--- src/rtl/lbc_judge.sv ---
`timescale 1ns/1ps
// Two-stage comparison of a read, registered results and sticky first error.
module lbc_judge #(
  parameter int VW = 4,
  parameter int PW = 2,
  parameter int AW = 2
) (
  input  logic          clk,
  input  logic          rst,
  input  logic          fire_read,
  input  logic [PW-1:0] proc,
  input  logic [AW-1:0] addr,
  input  logic [VW-1:0] data,
  input  logic [VW-1:0] local_val,
  input  logic [VW-1:0] global_val,
  output logic          pull_req,
  output logic          rd_done,
  output logic          rd_pulled,
  output logic          rd_bad,
  output logic          err_flag,
  output logic [PW-1:0] err_proc,
  output logic [AW-1:0] err_addr,
  output logic [VW-1:0] err_data
);
  logic local_hit, after_pull_hit, violation;

  assign local_hit      = (local_val == data);
  // After a pull the local entry equals the global one, so compare against it now.
  assign after_pull_hit = (global_val == data);
  assign pull_req       = fire_read && !local_hit;
  assign violation      = pull_req && !after_pull_hit;

  always_ff @(posedge clk) begin
    if (rst) begin
      rd_done   <= 1'b0;
      rd_pulled <= 1'b0;
      rd_bad    <= 1'b0;
      err_flag  <= 1'b0;
      err_proc  <= '0;
      err_addr  <= '0;
      err_data  <= '0;
    end else begin
      rd_done   <= fire_read;
      rd_pulled <= pull_req;
      rd_bad    <= violation;
      if (violation && !err_flag) begin
        err_flag <= 1'b1;
        err_proc <= proc;
        err_addr <= addr;
        err_data <= data;
      end
    end
  end
endmodule

--- config.mk ---
export PLATFORM = sky130hd
export DESIGN_NAME = lbc_judge
export DESIGN_NICKNAME = d
export VERILOG_FILES = /design/src/rtl/lbc_judge.sv
export SDC_FILE = /design/constraint.sdc
export NUM_CORES = 1
export LEC_CHECK = 0
export ABC_AREA = 1
export BUFFER_PORTS_ARGS = -buffer_cell sky130_fd_sc_hd__buf_2
export CAP_MARGIN = 25
export CORE_ASPECT_RATIO = 1.2
export CORE_MARGIN = 2
export CORE_UTILIZATION = 38
export CTS_BUF_LIST = sky130_fd_sc_hd__clkbuf_8 sky130_fd_sc_hd__clkbuf_16
export DETAILED_ROUTE_END_ITERATION = 6
export GPL_ROUTABILITY_DRIVEN = 0
export PLACE_DENSITY = 0.74
export SYNTH_ARGS = -nofsm -noshare
export SYNTH_HDL_FRONTEND = slang
export SYNTH_SLANG_ARGS = --single-unit
--- constraint.sdc ---
create_clock -name clk -period 1 [get_ports clk]
set_input_delay 0.25 -clock clk [delete_from_list [all_inputs] [get_ports clk]]
set_output_delay 0.25 -clock clk [all_outputs]
set_load 0.03 [all_outputs]
==> impl_metrics.py <==
metrics = {
    "global_routing": {
        "grt_pass1_wl_um": 2150,
        "grt_pass1_vias": 619,
        "grt_max_degree": 18,
        "antenna_found_initial": 0,
        "overflow": 0,
        "grt_usage": 0.159,
    },
    "synth": {
        "synth_top_cells_by_area": "dfxtp_1 (39%), nand2_1 (24%), inv_1 (14%), nor2_1 (14%), nand4_4 (3.4%)",
        "syn_area_um2": 618,
        "syn_nets": 122,
        "synth.top_cell.area_share": 0.389,
        "synthCells": 103,
        "synth_area_per_cell_um2": 6.00,
        "synth_cell_types": 9,
        "yosys_warnings": 0,
        "yosysSeqAreaShare": 0.389,
        "synth_area_leader_cell": "dfxtp_1",
        "synth_seq_cells": 12,
    },
    "pwr": {
        "p_leak_nw": 0.610,
        "swShare": 0.311,
        "pwr-share-clk": 0.288,
        "pwr-share-seq": 0.370,
        "combPwrFrac": 0.342,
        "internal_power_w": 0.00103,
        "ir_worst_vdd_v": 0.000584,
        "switching_power_w": 0.000463,
        "cellPowerDensity_nw_per_um2": 1380,
    },
    "run_status": {
        "status": "finished with violations",
        "violations": "setup timing",
    },
    "detailed_routing": {
        "drtIter0Drc": 15,
        "wl_um": 1560,
        "routed_via_density": 4.29,
        "route.detailed.drc": 0,
        "vias": 700,
        "drt-pass1-iter-count": 4,
        "ant_nets": 0,
        "wl_per_cell_um": 9.55,
    },
    "clock_network": {
        "clk_pin_slew_worst_paths_ns": 0.05,
        "cts-hold-fix-buffers": 0,
        "clock_latency_ns": 0.23,
        "cts_buffer_depth": 2,
        "cts_num_sinks": 12,
        "numCtsBuffers": 3,
        "cts-root-buf": "clkbuf_8",
        "cts_tree": "done",
        "h-tree-depth": 1,
    },
    "placement": {
        "dp_slack_ns": -0.302,
        "dpl.hpwl_um": 979,
        "port_buffers": 31,
        "place_inst": 154,
    },
    "flow_run": {
        "max-cap-violations": 0,
    },
    "cells_and_area": {
        "seq_area_um2": 243,
        "area_growth_pct": 74.3,
        "nFillCells": 120,
        "final_cells": 163,
        "post-route-util": 0.727,
        "nNetsFinal": 167,
        "antenna_cells": 0,
        "multi_input_area_um2": 322,
        "drive_above_1_share": 0.432,
    },
    "sta": {
        "hold_violations": 0,
        "min_period_over_period": 1.16,
        "fmax_mhz": 859,
        "fin_ws_ns": -0.164,
        "fin_tns_setup_ns": -0.716,
        "worst_pin_slew_ns": 0.260,
        "relSlewSlack": 0.827,
        "rsz0062_at_grt": "true",
        "period_needed_ns": 1.16,
        "fin_worst_skew_ns": 0.000614,
        "final_max_slew_viol_count": 0,
        "setup-violations-final": 10,
    },
    "floorplan": {
        "fp.coreArea_um2": 1480,
        "io_pins": 32,
        "start_util": 0.417,
        "die-area_um2": 1970,
        "fp-row-count": 15,
        "die_w_um": 40.8,
        "dieHeight_um": 48.2,
    },
    "critical_path": {
        "criticalPathCategory": "primary input to output port",
        "worst-endpoint-arrival_ns": 0.91,
        "path_cells": "buf_8 -> xor2_4 -> nor2_4 -> nand2_2 -> nand2_2 -> inv_2 -> buf_6",
        "crit_path_max_fanout": 2,
        "critPathLaunchType": "primary input",
        "critPathSlowestCell": "xor2_4",
        "critPathRequiredTime_ns": 0.75,
        "crit_family": "buffers and inverters",
        "r2r_setup_slack_ns": -0.03,
        "critPathBufInv": 3,
        "slowest_delay_ns": 0.17,
        "end_kind": "output port",
        "crit_top_cell": "nand2_2",
    },
    "hold_path": {
        "hold_class": "primary input to flop",
    },
}
## worst register-to-register path: cells and delay by family, from the launching register on
family / cells / cell delay, ns
buffers and inverters: 1 / 0.10
DFF: 1 / 0.31
and+or+nand+nor: 4 / 0.56
## metrics by stage
step / instance area, µm² / hold WS (ns) / power [W]
floorplan: 619 / 0.312 / 0.000814
global placement: 815 / 0.454 / 0.000924
detailed placement: 815 / 0.461 / 0.000935
CTS: 952 / 0.219 / 0.00142
global route: 1080 / 0.223 / 0.00158
finish: 1080 / 0.220 / 0.00149
## synth_stat cells
cell type and n:
a21oi_1 1, buf_6 1, dfxtp_1 12, inv_1 23, nand2_1 39, nand2_2 2
nand4_4 1, nor2_1 23, xor2_1 1
## layer usage
metal / vias up / GRT usage / share of wire / wire length (µm)
met3: 2 / 0.0320 / 0.049 / 77
met1: 294 / 0.154 / 0.37 / 577
met2: 27 / 0.303 / 0.57 / 886
li1: 377 / - / - / -
met5: - / 0 / 0 / 0
met4: 0 / 0.0867 / 0.0096 / 15
## logic make-up (layout without fill, tap and decap cells)
kind of cell,count (synthesis),count (layout),synth area share
AND/OR/NAND/NOR,65,65,0.431
buffers and inverters,24,67,0.158
flip-flops,12,12,0.389
AO/OA/AOI/OAI,1,1,0.00809
XOR/XNOR,1,1,0.0142
## area by class of cell
cell class	instances	share of cell area
Clock buffer	3	0.0383
Sequential cell	12	0.225
Tap cell	17	0.0197
Inverter	23	0.0871
Timing Repair Buffer	41	0.331
Multi-Input combinational cell	67	0.298
## layout by cell type, fill, tap and decap left out, types with 2 or more instances in the layout
cell type and n:
buf_2 12, dfxtp_2 2, nand2_2 8, buf_6 15, inv_1 17, buf_8 3
nand2_1 33, dfxtp_1 10, inv_2 3, inv_4 3, nor2_1 22, clkbuf_8 3
buf_4 10
## registers in the layout, summed over array words and instances (netlist names)
name / count
err_addr: 2
err_data: 4
err_flag: 1
err_proc: 2
rd_bad: 1
rd_done: 1
rd_pulled: 1
## worst paths after layout
kind                            cells past startpoint                       end                      from
worst max-delay path                                7                  pull_req              local_val[3]
worst min-delay path                                2      rd_pulled$_SDFF_PP0_                       rst
worst min register to register                      4  err_addr[0]$_SDFFE_PP0P_  err_addr[0]$_SDFFE_PP0P_
worst max register to register                      5  err_data[0]$_SDFFE_PP0P_     err_flag$_SDFFE_PP0P_
## power groups by stage
stage | Clock, W | Sequential, W | Combinational [W]
3_3_place_gp | 0 | 0.000552 | 0.000373
5_1_grt | 0.000462 | 0.000556 | 0.000559
3_5_place_dp | 0 | 0.000554 | 0.000381
2_1_floorplan | 0 | 0.000648 | 0.000167
6_report | 0.000428 | 0.000551 | 0.000509
4_1_cts | 0.000433 | 0.000547 | 0.000439
## what timing repair did
item / 4_1_cts / 5_1_grt
setup buffers: 7 / 0
resized for setup: 15 / 40
pin swaps: 5 / 10
setup endpoints to repair: 15 / 19
hold endpoints to repair: 0 / 0
Power figures use the tool's default switching activity.
